<file path="src/rtl/wdso_pkg.sv">
package wdso_pkg;
    typedef enum logic [1:0] {
        WD_IDLE     = 2'd0,
        WD_RUN      = 2'd1,
        WD_EXPIRED  = 2'd2
    } wd_state_e;

    localparam int unsigned CTRL_W     = 16;
    localparam int unsigned BIT_HOLD   = 0;
    localparam int unsigned BIT_ARM    = 1;
    localparam int unsigned BIT_CLEAR  = 2;
    localparam int unsigned BIT_SAFETY = 3;
endpackage

</file>
<file path="src/rtl/wdso_cfg.sv">
module wdso_cfg
    import wdso_pkg::*;
#(
    parameter int unsigned     DW        = 16,
    parameter int unsigned     CW        = 16,
    parameter int unsigned     DEF_TMO   = 1000,
    parameter logic [DW-1:0]   DEF_DOUT  = '0,
    parameter logic [DW-1:0]   SAFE_INIT = '0
) (
    input  logic              clk,
    input  logic              por_n,
    input  logic              warm_rst,
    input  logic              ctrl_we,
    input  logic [CTRL_W-1:0] ctrl_wdata,
    input  logic              tmo_we,
    input  logic [CW-1:0]     tmo_wdata,
    input  logic              safe_we,
    input  logic [DW-1:0]     safe_wdata,
    input  logic              dflt_we,
    input  logic [DW-1:0]     dflt_wdata,
    output logic              cfg_wr,
    output logic              cfg_arm,
    output logic              cfg_clr,
    output logic              hold_en,
    output logic              safety_en,
    output logic [CW-1:0]     tmo_q,
    output logic [DW-1:0]     safe_q,
    output logic [DW-1:0]     dflt_q
);
    // A control write is dropped in a warm-reset cycle.
    assign cfg_wr  = ctrl_we && !warm_rst;
    assign cfg_arm = ctrl_wdata[BIT_ARM];
    assign cfg_clr = ctrl_wdata[BIT_CLEAR];

    always_ff @(posedge clk or negedge por_n) begin
        if (!por_n) begin
            hold_en   <= 1'b0;
            safety_en <= 1'b0;
        end else if (cfg_wr) begin
            hold_en   <= ctrl_wdata[BIT_HOLD];
            safety_en <= ctrl_wdata[BIT_SAFETY];
        end
    end

    always_ff @(posedge clk or negedge por_n) begin
        if (!por_n) begin
            tmo_q  <= CW'(DEF_TMO);
            safe_q <= SAFE_INIT;
            dflt_q <= DEF_DOUT;
        end else begin
            if (tmo_we)  tmo_q  <= tmo_wdata;
            if (safe_we) safe_q <= safe_wdata;
            if (dflt_we) dflt_q <= dflt_wdata;
        end
    end


    hold_survives_warm_chk: assert property (@(posedge clk) disable iff (!por_n)
        (warm_rst) |=> (hold_en == $past(hold_en)));
endmodule

</file>
<file path="src/rtl/wdso_timer.sv">
module wdso_timer
    import wdso_pkg::*;
#(
    parameter int unsigned CW      = 16,
    parameter int unsigned DEF_TMO = 1000
) (
    input  logic          clk,
    input  logic          por_n,
    input  logic          warm_rst,
    input  logic          cfg_wr,
    input  logic          cfg_arm,
    input  logic          cfg_clr,
    input  logic          tick,
    input  logic [CW-1:0] tmo_q,
    output logic          irq
);
    wd_state_e     st, st_n;
    logic [CW-1:0] cnt, cnt_n;

    always_comb begin
        st_n  = st;
        cnt_n = cnt;
        if (warm_rst) begin
            st_n  = WD_IDLE;
            cnt_n = tmo_q;
        end else if (cfg_wr) begin
            if (!cfg_arm) begin
                st_n  = WD_IDLE;
                cnt_n = tmo_q;
            end else if (cfg_clr || st == WD_IDLE) begin
                st_n  = WD_RUN;
                cnt_n = tmo_q;
            end
        end else begin
            unique case (st)
                WD_IDLE: cnt_n = tmo_q;
                WD_RUN: begin
                    if (tick) begin
                        if (cnt <= CW'(1)) begin
                            cnt_n = '0;
                            st_n  = WD_EXPIRED;
                        end else begin
                            cnt_n = cnt - CW'(1);
                        end
                    end
                end
                WD_EXPIRED: cnt_n = '0;
                default: st_n = WD_IDLE;
            endcase
        end
    end

    always_ff @(posedge clk or negedge por_n) begin
        if (!por_n) begin
            st  <= WD_IDLE;
            cnt <= CW'(DEF_TMO);
        end else begin
            st  <= st_n;
            cnt <= cnt_n;
        end
    end

    always_comb begin
        irq = (st == WD_EXPIRED);
    end


    tick_decrements_chk: assert property (@(posedge clk) disable iff (!por_n)
        (st == WD_RUN && tick && !warm_rst && !cfg_wr && cnt > CW'(1))
        |=> (cnt == $past(cnt) - CW'(1) && !irq));

    expired_parks_chk: assert property (@(posedge clk) disable iff (!por_n)
        (st == WD_EXPIRED && !warm_rst && !cfg_wr) |=> (irq && cnt == '0));

    clear_reloads_chk: assert property (@(posedge clk) disable iff (!por_n)
        (cfg_wr && cfg_arm && cfg_clr) |=> (!irq && cnt == $past(tmo_q)));

    idle_quiet_chk: assert property (@(posedge clk) disable iff (!por_n)
        (st == WD_IDLE && !cfg_wr) |=> !irq);

    warm_disarms_chk: assert property (@(posedge clk) disable iff (!por_n)
        (warm_rst) |=> (!irq && st == WD_IDLE));
endmodule

</file>
<file path="src/rtl/wdso_outmux.sv">
module wdso_outmux #(
    parameter int unsigned   DW       = 16,
    parameter logic [DW-1:0] DEF_DOUT = '0
) (
    input  logic          clk,
    input  logic          por_n,
    input  logic          warm_rst,
    input  logic          hold_en,
    input  logic          safety_en,
    input  logic          irq,
    input  logic          dout_we,
    input  logic [DW-1:0] dout_wdata,
    input  logic [DW-1:0] safe_q,
    input  logic [DW-1:0] dflt_q,
    output logic [DW-1:0] dout
);
    logic [DW-1:0] live_q;

    always_ff @(posedge clk or negedge por_n) begin
        if (!por_n) begin
            live_q <= DEF_DOUT;
        end else if (warm_rst) begin
            if (!hold_en) live_q <= dflt_q;
        end else if (dout_we) begin
            live_q <= dout_wdata;
        end
    end

    always_comb begin
        dout = (safety_en && irq) ? safe_q : live_q;
    end


    warm_hold_chk: assert property (@(posedge clk) disable iff (!por_n)
        (warm_rst && hold_en) |=> (live_q == $past(live_q)));

    warm_default_chk: assert property (@(posedge clk) disable iff (!por_n)
        (warm_rst && !hold_en) |=> (live_q == $past(dflt_q)));
endmodule

</file>
<file path="src/rtl/wdso_top.sv">
module wdso_top
    import wdso_pkg::*;
#(
    parameter int unsigned   DW        = 16,
    parameter int unsigned   CW        = 16,
    parameter int unsigned   DEF_TMO   = 1000,
    parameter logic [DW-1:0] DEF_DOUT  = '0,
    parameter logic [DW-1:0] SAFE_INIT = '0
) (
    input  logic              clk,
    input  logic              por_n,
    input  logic              warm_rst,
    input  logic              ctrl_we,
    input  logic [CTRL_W-1:0] ctrl_wdata,
    input  logic              tmo_we,
    input  logic [CW-1:0]     tmo_wdata,
    input  logic              safe_we,
    input  logic [DW-1:0]     safe_wdata,
    input  logic              dflt_we,
    input  logic [DW-1:0]     dflt_wdata,
    input  logic              dout_we,
    input  logic [DW-1:0]     dout_wdata,
    input  logic              tick,
    output logic              irq,
    output logic [DW-1:0]     dout
);
    logic          cfg_wr, cfg_arm, cfg_clr, hold_en, safety_en;
    logic [CW-1:0] tmo_q;
    logic [DW-1:0] safe_q, dflt_q;

    wdso_cfg #(
        .DW(DW), .CW(CW), .DEF_TMO(DEF_TMO), .DEF_DOUT(DEF_DOUT), .SAFE_INIT(SAFE_INIT)
    ) u_cfg (
        .clk(clk), .por_n(por_n), .warm_rst(warm_rst),
        .ctrl_we(ctrl_we), .ctrl_wdata(ctrl_wdata),
        .tmo_we(tmo_we), .tmo_wdata(tmo_wdata),
        .safe_we(safe_we), .safe_wdata(safe_wdata),
        .dflt_we(dflt_we), .dflt_wdata(dflt_wdata),
        .cfg_wr(cfg_wr), .cfg_arm(cfg_arm), .cfg_clr(cfg_clr),
        .hold_en(hold_en), .safety_en(safety_en),
        .tmo_q(tmo_q), .safe_q(safe_q), .dflt_q(dflt_q)
    );

    wdso_timer #(.CW(CW), .DEF_TMO(DEF_TMO)) u_timer (
        .clk(clk), .por_n(por_n), .warm_rst(warm_rst),
        .cfg_wr(cfg_wr), .cfg_arm(cfg_arm), .cfg_clr(cfg_clr),
        .tick(tick), .tmo_q(tmo_q), .irq(irq)
    );

    wdso_outmux #(.DW(DW), .DEF_DOUT(DEF_DOUT)) u_out (
        .clk(clk), .por_n(por_n), .warm_rst(warm_rst),
        .hold_en(hold_en), .safety_en(safety_en), .irq(irq),
        .dout_we(dout_we), .dout_wdata(dout_wdata),
        .safe_q(safe_q), .dflt_q(dflt_q), .dout(dout)
    );


    disarm_drops_chk: assert property (@(posedge clk) disable iff (!por_n)
        (ctrl_we && !warm_rst && !ctrl_wdata[BIT_ARM]) |=> !irq);
endmodule

</file>
<file path="config.mk">
export PLATFORM = sky130hd
export DESIGN_NAME = wdso_top
export DESIGN_NICKNAME = d
export VERILOG_FILES = /design/src/rtl/wdso_pkg.sv /design/src/rtl/wdso_cfg.sv /design/src/rtl/wdso_timer.sv /design/src/rtl/wdso_outmux.sv /design/src/rtl/wdso_top.sv
export SDC_FILE = /design/constraint.sdc
export NUM_CORES = 1
export LEC_CHECK = 0
export BUFFER_PORTS_ARGS = -buffer_cell sky130_fd_sc_hd__buf_2
export CAP_MARGIN = 10
export CORE_MARGIN = 5
export CORE_UTILIZATION = 45
export CTS_CLUSTER_DIAMETER = 60
export DETAILED_ROUTE_END_ITERATION = 7
export PLACE_DENSITY = 0.73
export SLEW_MARGIN = 20
export SYNTH_ARGS = -nofsm -noshare
export SYNTH_HDL_FRONTEND = slang
export SYNTH_HIERARCHICAL = 1
export SYNTH_SLANG_ARGS = --single-unit
</file>
<file path="constraint.sdc">
create_clock -name clk -period 4.1 [get_ports clk]
set_clock_uncertainty 0.2 [all_clocks]
set_input_delay 1.23 -clock clk [delete_from_list [all_inputs] [get_ports clk]]
set_output_delay 1.23 -clock clk [all_outputs]
set_load 0.01 [all_outputs]
</file>
=== Word-level counts from Yosys, hierarchy flattened ===
Cells that the tools add are included.

* Bits in registers: 84
* Bits of input ports: 89
* Output and inout bits: 17
* Logic and storage cells: 46

* Reduce and logical (&&, ||, !) cells: 11
* Equality and inequality tests: 7
* Add/subtract/negate cells: 1
* Order comparisons: 1
* Muxes and demuxes: 18

{| class="wikitable"
|+ Operator list
! cell !! number
|-
| 16-bit 2-to-1 mux || 10
|-
| 16-bit case mux with 3 select lines || 1
|-
| 16-bit by 1-bit <= comparator with 1-bit output (second input constant) || 1
|-
| 16-bit by 1-bit subtractor with 16-bit output (second input constant) || 1
|-
| 2-bit 2-to-1 mux || 6
|-
| 4-bit by 3-bit inequality test with 1-bit output (second input constant) || 2
|-
| 5-bit nonzero test || 1
|-
| 4-bit inequality test (second input constant) || 1
|-
| 2-bit case mux with 2 select lines || 1
|-
| 4-bit AND reduction || 1
|-
| 3-bit by 1-bit inequality test with 1-bit output (second input constant) || 1
|-
| 3-bit AND reduction || 1
|-
| 2-bit by 1-bit == test with 1-bit output (second input constant) || 1
|-
| 2-bit == test (second input constant) || 1
|-
| 1-bit logical AND || 2
|-
| 2-bit logical NOT || 1
|-
| 2-bit inequality test (second input constant) || 1
|-
| 2-bit AND reduction || 1
|-
| 2-bit nonzero test || 1
|-
| 2-bit OR reduction || 1
|-
| 1-bit logical NOT || 1
|-
| 1-bit logical OR || 1
|}

=== Depth between registers and ports, before layout ===
* Depth after elaboration: 6
* Depth in mapped cells: 9
* Gate-level depth less buffers: 7

=== Cells and area by module ===
The synthesis kept the hierarchy.

{| class="wikitable"
|+ Modules (own cells, without submodules)
! module !! area each (um2) !! times used !! cells each !! sequential area each (um2)
|-
| wdso_cfg || 2050.7 || 1 || 109 || 1258.7
|-
| wdso_timer || 1330.0 || 1 || 155 || 457.9
|-
| wdso_outmux || 1183.6 || 1 || 88 || 400.4
|}

=== Worst setup path after synthesis ===
No wires, ideal clock.

* Kind: input port to flip-flop
* Start point: in warm_rst
* End point: reg u_timer.cnt[4]
* Library setup time: 0.121 ns
* Path buffers: 2
* Path slack: 0.910 ns
* Stages: 7
* Required time: 3.779 ns
* Data arrival time: 2.869 ns
* Cell sequence: and2b_1 > or4_1 > and3_4 > or2_1 > buf_2 > buf_6 > a22o_1

* Word-level cells in the longest chain between the ends: 4
* Elaborated cells between the ends (all ways): 8
* Classes of those cells: 2 x eq/ne; 2 x mux; 4 x reduce/logical

{| class="wikitable"
|+ RTL lines
! what !! line !! RTL
|-
| start: declaration || wdso_top.sv:12 || <nowiki>input logic warm_rst,</nowiki>
|-
| 1-bit logical NOT || wdso_cfg.sv:31 || <nowiki>assign cfg_wr = ctrl_we && !warm_rst;</nowiki>
|-
| 1-bit logical AND || wdso_cfg.sv:31 ||
|-
| 4-bit inequality test (no line), or another cell as far along || - ||
|-
| 3-bit AND reduction (no line) or 16-bit 2-to-1 mux (tied branches) || - ||
|-
| end signal: assignment || wdso_timer.sv:56 || <nowiki>cnt <= CW'(DEF_TMO);</nowiki>
|-
| end signal: assignment || wdso_timer.sv:59 || <nowiki>cnt <= cnt_n;</nowiki>
|-
| end: declaration || wdso_timer.sv:18 || <nowiki>logic [CW-1:0] cnt, cnt_n;</nowiki>
|}

Several ways; a longest one is shown, not always the timed one.
A chain may end at the register's enable or synchronous reset.

=== Worst setup path after layout ===
* Start point: reg u_timer.st[0]
* End point: out dout[0]

* Word-level cells in the longest chain between the ends: 3

{| class="wikitable"
|+ RTL lines
! what !! line !! RTL
|-
| start: declaration || wdso_timer.sv:17 || <nowiki>wd_state_e st, st_n;</nowiki>
|-
| start signal: assignment || wdso_timer.sv:58 || <nowiki>st <= st_n;</nowiki>
|-
| 2-bit == test || wdso_timer.sv:64 || <nowiki>irq = (st == WD_EXPIRED);</nowiki>
|-
| 1-bit logical AND || wdso_outmux.sv:30 || <nowiki>dout = (safety_en && irq) ? safe_q : live_q;</nowiki>
|-
| 16-bit 2-to-1 mux || wdso_outmux.sv:30 ||
|-
| end: declaration || wdso_top.sv:25 || <nowiki>output logic [DW-1:0] dout</nowiki>
|}

No other way between the ends.

==> results <==
- The register-to-register setup slack is 1530 ps.
- The total standard cell area after synthesis is 4560 sq um.
- The total wire length after detailed routing is 9730 microns.
- Yosys attributes the largest share of cell area to sky130_fd_sc_hd__dfrtp_1, sky130_fd_sc_hd__mux2_4, sky130_fd_sc_hd__mux2i_1.
- The number of buffers and inverters on the critical path is 2.
- The number of buffers added for setup after CTS is 0.
- Setup violations remaining at the end of the flow were counted as 0.
- The share of total power in the clock network is 33.6%.
- Of the synthesized area, sequential elements account for 46.4%.
- The worst path needs 3470 ps of the cycle, external delays included.
- Global routing used 15.7% of the available tracks.
- The overall power of the completed layout is 2.18 mW.
- The number of distinct library cells after synthesis is 49.
- Among all stages on the critical path, the largest delay is contributed by sky130_fd_sc_hd__nand2_2.
- From left edge to right edge, the die measures 111 microns.
- The required time reported for the critical path endpoint is 2670 ps.
- The detail route stage leaves a number of antenna-violating nets equal to 0.
- The startpoint type of the worst setup path is a register.
- The number of clock buffers inserted by TritonCTS is 9.
- The deepest clock path buffer count is 2.
- The HPWL reported at the end of detailed placement is 7050 microns.
- TritonCTS built the clock tree.
- Dividing the detail-routed wire length by the instance count gives 17.0 microns.
- Setup repair after global routing left no endpoint under its margin.
- The reg-to-reg critical path startpoint is u_timer/st[0]$_DFFE_PN0P_.
- The starting utilization of the core area is 46.5%.
- Combinational cells account for 18.5% of the total power.
- The async set or reset register ratio after synthesis is 100%.
- Cells with a size suffix above 1 make up 45.0% of the layout.
- The cell count of the worst reg-to-reg path is 7.
- The synthesized design contains 84 register bits.
- The floorplan step defined a core boundary enclosing 9820 sq um.
- The initial detailed-routing violation count is 202.
- Across the run, the number of max-cap violations was 0.
- Synthesis handed over a netlist of 352 instances.
- The setup slack of the critical path after layout is 633 ps.
- In this run the static leakage power is 2.48 nW.
- The synthesized design spends more area on one cell type than any other, namely sky130_fd_sc_hd__dfrtp_1.
- The post-synthesis to final-layout area growth is 14.7%.
- The share of synthesized area in the top cell type comes to 39.5%.
- The worst register-to-register path ends at u_timer/cnt[8]$_DFFE_PN1P_.
- The number of flops mapped to enable cells by yosys is 0.
- The net count of the finished layout is 529.
- The switching power is 0.589 mW.
- By startpoint and endpoint, the worst setup path is classified as reg -> out.
- The slew at the pin closest to its max-slew limit is 924 ps.
- The worst path uses 84.6% of the clock period.
- Of all nets on the critical path, the largest fanout is 16.
- IR analysis of the VDD net gives a maximum drop of 0.285 mV.
- The tightest min-delay check is of the reg -> reg type.
- The worst setup path is captured at an output pin.
- Data arrives at the worst endpoint at 2040 ps.
- The most frequently used flop master after synthesis is sky130_fd_sc_hd__dfrtp_1.
- The global-route wire length before repair is 16200 microns.
- The final hold violation count came to 0.
- After clock tree synthesis, the clock-pin slew on the worst setup and hold paths is 90 ps.
- The end of the worst hold path is u_cfg/safe_q[4]$_DFFE_PN0P_.
- The total power divided by cell area is 417 nW/um^2.
- At the later pin of the worst-skew pair, clock insertion delay measures 340 ps.
- The filler cell count is 886.
- The worst pin sits at a relative slew slack of 38.4%.
- The die is 111 microns tall.
- The relative contribution of sequential cells to total power is 47.9%.
- Measured on the finished design, the core utilization comes to 53.3%.
- The worst hold path begins at u_cfg/safe_q[4]$_DFFE_PN0P_.
- The number of global-route vias before repair is 3188.
- The area of the die is 12300 sq um.
- Summed over all failing endpoints, the final setup total negative slack is 0 ps.
- The pin count of the biggest net entering global routing is 85.
- The number of detailed-route iterations in the first pass is 4.
- The total overflow left after global routing is 0.
- Dividing the synthesized area by the synthesized cell count gives 13.0 sq um.
- The number of nets handed over by synthesis was 446.
- After floorplanning, the core was divided into 36 placement rows.
- After detailed routing, the number of remaining DRC violations is 0.
- The initial antenna violation count is 0.
- The total count of max-transition violations in the final report is 0.
- The post-cts sizing count is 0.
- The internal power consumption is 1.60 mW.
- On the worst path, the slowest cell contributes a delay of 410 ps.
- The instance count along the most critical hold path is 1.
- The number of warnings printed during yosys synthesis is 6.
- Net switching is 27.0% of the power.
- Using the TritonRoute via totals, the vias-per-cell ratio works out to 5.40.
- The number of clock sinks seen by CTS is 84.
- Timing analysis after detailed placement gives a worst setup slack of 586 ps.
- The CTS root buffer is sky130_fd_sc_hd__clkbuf_8.
- The upper clock frequency limit is 288 MHz.
- For this block, the via count after detailed routing is 3096.
- The signal on the critical path passes through inv_1, ha_1, nand2_2, mux2_2, buf_2.
- The flow ran to the end, and the final reports show no timing, DRC or antenna violations.
- The number of antenna diodes is 0.
- In this design, the largest share of critical-path delay is due to simple AND/OR/NAND/NOR gates.
- The number of top-level pins is 106.
- The placer's final routability congestion estimate is 0.813.
- The H-tree depth reported by CTS is 3.
- The count of buffers added on input and output ports is 93.
- The total of hold buffers inserted after clock tree synthesis is 0.
-- per-stage QoR --
stage / cells / hold WS [ps] / instance area, sq um
4_1_cts: 573 / 316 / 5230
3_3_place_gp: 557 / 287 / 4980
6_report: 573 / 312 / 5240
3_5_place_dp: 557 / 294 / 4980
5_1_grt: 573 / 332 / 5240
2_1_floorplan: 352 / 270 / 4560
-- cell usage after synthesis, types with 2 or more instances --
| cell type | n |
|---|---|
| sky130_fd_sc_hd__dfrtp_1 | 72 |
| sky130_fd_sc_hd__mux2i_1 | 48 |
| sky130_fd_sc_hd__mux2_4 | 40 |
| sky130_fd_sc_hd__mux2_2 | 26 |
| sky130_fd_sc_hd__nor2_1 | 14 |
| sky130_fd_sc_hd__dfstp_2 | 12 |
| sky130_fd_sc_hd__a21oi_1 | 10 |
| sky130_fd_sc_hd__buf_6 | 8 |
| sky130_fd_sc_hd__inv_1 | 8 |
| sky130_fd_sc_hd__nand2_1 | 8 |
| sky130_fd_sc_hd__o21ai_0 | 8 |
| sky130_fd_sc_hd__o21ai_1 | 7 |
| sky130_fd_sc_hd__nor3_1 | 6 |
| sky130_fd_sc_hd__nor4_1 | 6 |
| sky130_fd_sc_hd__o2bb2ai_1 | 6 |
| sky130_fd_sc_hd__ha_1 | 5 |
| sky130_fd_sc_hd__or4_1 | 5 |
| sky130_fd_sc_hd__a22oi_1 | 4 |
| sky130_fd_sc_hd__a32oi_1 | 4 |
| sky130_fd_sc_hd__buf_4 | 4 |
| sky130_fd_sc_hd__clkbuf_1 | 4 |
| sky130_fd_sc_hd__nand3_1 | 4 |
| sky130_fd_sc_hd__a22o_1 | 3 |
| sky130_fd_sc_hd__buf_12 | 3 |
| sky130_fd_sc_hd__buf_2 | 3 |
| sky130_fd_sc_hd__o22ai_1 | 3 |
| sky130_fd_sc_hd__a21boi_0 | 2 |
| sky130_fd_sc_hd__a31oi_1 | 2 |
| sky130_fd_sc_hd__buf_8 | 2 |
| sky130_fd_sc_hd__nand2b_1 | 2 |
| sky130_fd_sc_hd__nand4_1 | 2 |
| sky130_fd_sc_hd__o211ai_1 | 2 |
| sky130_fd_sc_hd__o41ai_1 | 2 |
| sky130_fd_sc_hd__or3b_2 | 2 |
-- state kept, by name (all words and copies together) (netlist names) --
register         flops
u_cfg/dflt_q        16
u_timer/st           2
u_timer/cnt         16
u_cfg/safety_en      1
u_cfg/hold_en        1
u_cfg/tmo_q         16
u_out/live_q        16
u_cfg/safe_q        16
-- placed cells by master, fill, tap and decap left out, types with 6 or more instances in the layout --
master                      instances
sky130_fd_sc_hd__buf_2             92
sky130_fd_sc_hd__dfrtp_1           72
sky130_fd_sc_hd__mux2i_1           48
sky130_fd_sc_hd__mux2_4            40
sky130_fd_sc_hd__mux2_2            26
sky130_fd_sc_hd__nor2_1            14
sky130_fd_sc_hd__dfstp_2           12
sky130_fd_sc_hd__a21oi_1           10
sky130_fd_sc_hd__clkbuf_8           9
sky130_fd_sc_hd__inv_1              8
sky130_fd_sc_hd__nand2_1            8
sky130_fd_sc_hd__o21ai_0            8
sky130_fd_sc_hd__o21ai_1            7
sky130_fd_sc_hd__nor3_1             6
sky130_fd_sc_hd__o2bb2ai_1          6
sky130_fd_sc_hd__nor4_1             6
-- cell families (layout without fill, tap and decap cells) --
family / count (synthesis) / after routing / share of synthesized area [%]
AO/OA/AOI/OAI: 59 / 59 / 8.91
adder cells (fa/ha/maj): 5 / 5 / 1.37
buffers and inverters: 32 / 120 / 5.92
flip-flops: 84 / 84 / 46.4
multiplexers: 114 / 114 / 30.1
AND/OR/NAND/NOR: 58 / 58 / 7.32
-- how the worst max path moves through the flow --
stage / from / cells after the start / slack, ps / end
final: u_timer/st[0]$_DFFE_PN0P_ / 5 / 630 / dout[0]
after global routing: u_timer/st[0]$_DFFE_PN0P_ / 5 / 530 / dout[15]
after CTS: u_timer/st[0]$_DFFE_PN0P_ / 5 / 610 / dout[0]
after detailed placement: warm_rst / 7 / 590 / u_timer/cnt[11]$_DFFE_PN0P_
after global placement: warm_rst / 7 / 620 / u_timer/cnt[14]$_DFFE_PN0P_
after floorplan: warm_rst / 7 / 910 / u_timer/cnt[4]$_DFFE_PN0P_
-- final cells by class --
cell class	count	area, sq um	area share (%)
Clock inverter	7	128	2.44
Multi-Input combinational cell	236	2180	41.6
Inverter	8	30.0	0.573
Timing Repair Buffer	96	494	9.44
Sequential cell	84	2120	40.4
Tap cell	133	166	3.18
Clock buffer	9	124	2.37
-- power by group through the flow --
stage               clock, mW  combinational, mW  sequential (mW)
CTS                     0.756              0.410             1.05
finish                  0.735              0.405             1.05
detailed placement          0              0.408             1.06
global placement            0              0.394             1.05
global route            0.789              0.446             1.06
floorplan                   0              0.321             1.02
-- routing by layer --
| layer | part of all wire, % | track usage, % | vias up |
|---|---|---|---|
| li1 | - | - | 1469 |
| met1 | 44 | 20.6 | 1526 |
| met2 | 49 | 25.7 | 95 |
| met3 | 5.5 | 4.15 | 6 |
| met4 | 0.98 | 4.19 | 0 |
| met5 | 0 | 0 | - |
No activity file was read; power rests on OpenSTA's default activity.
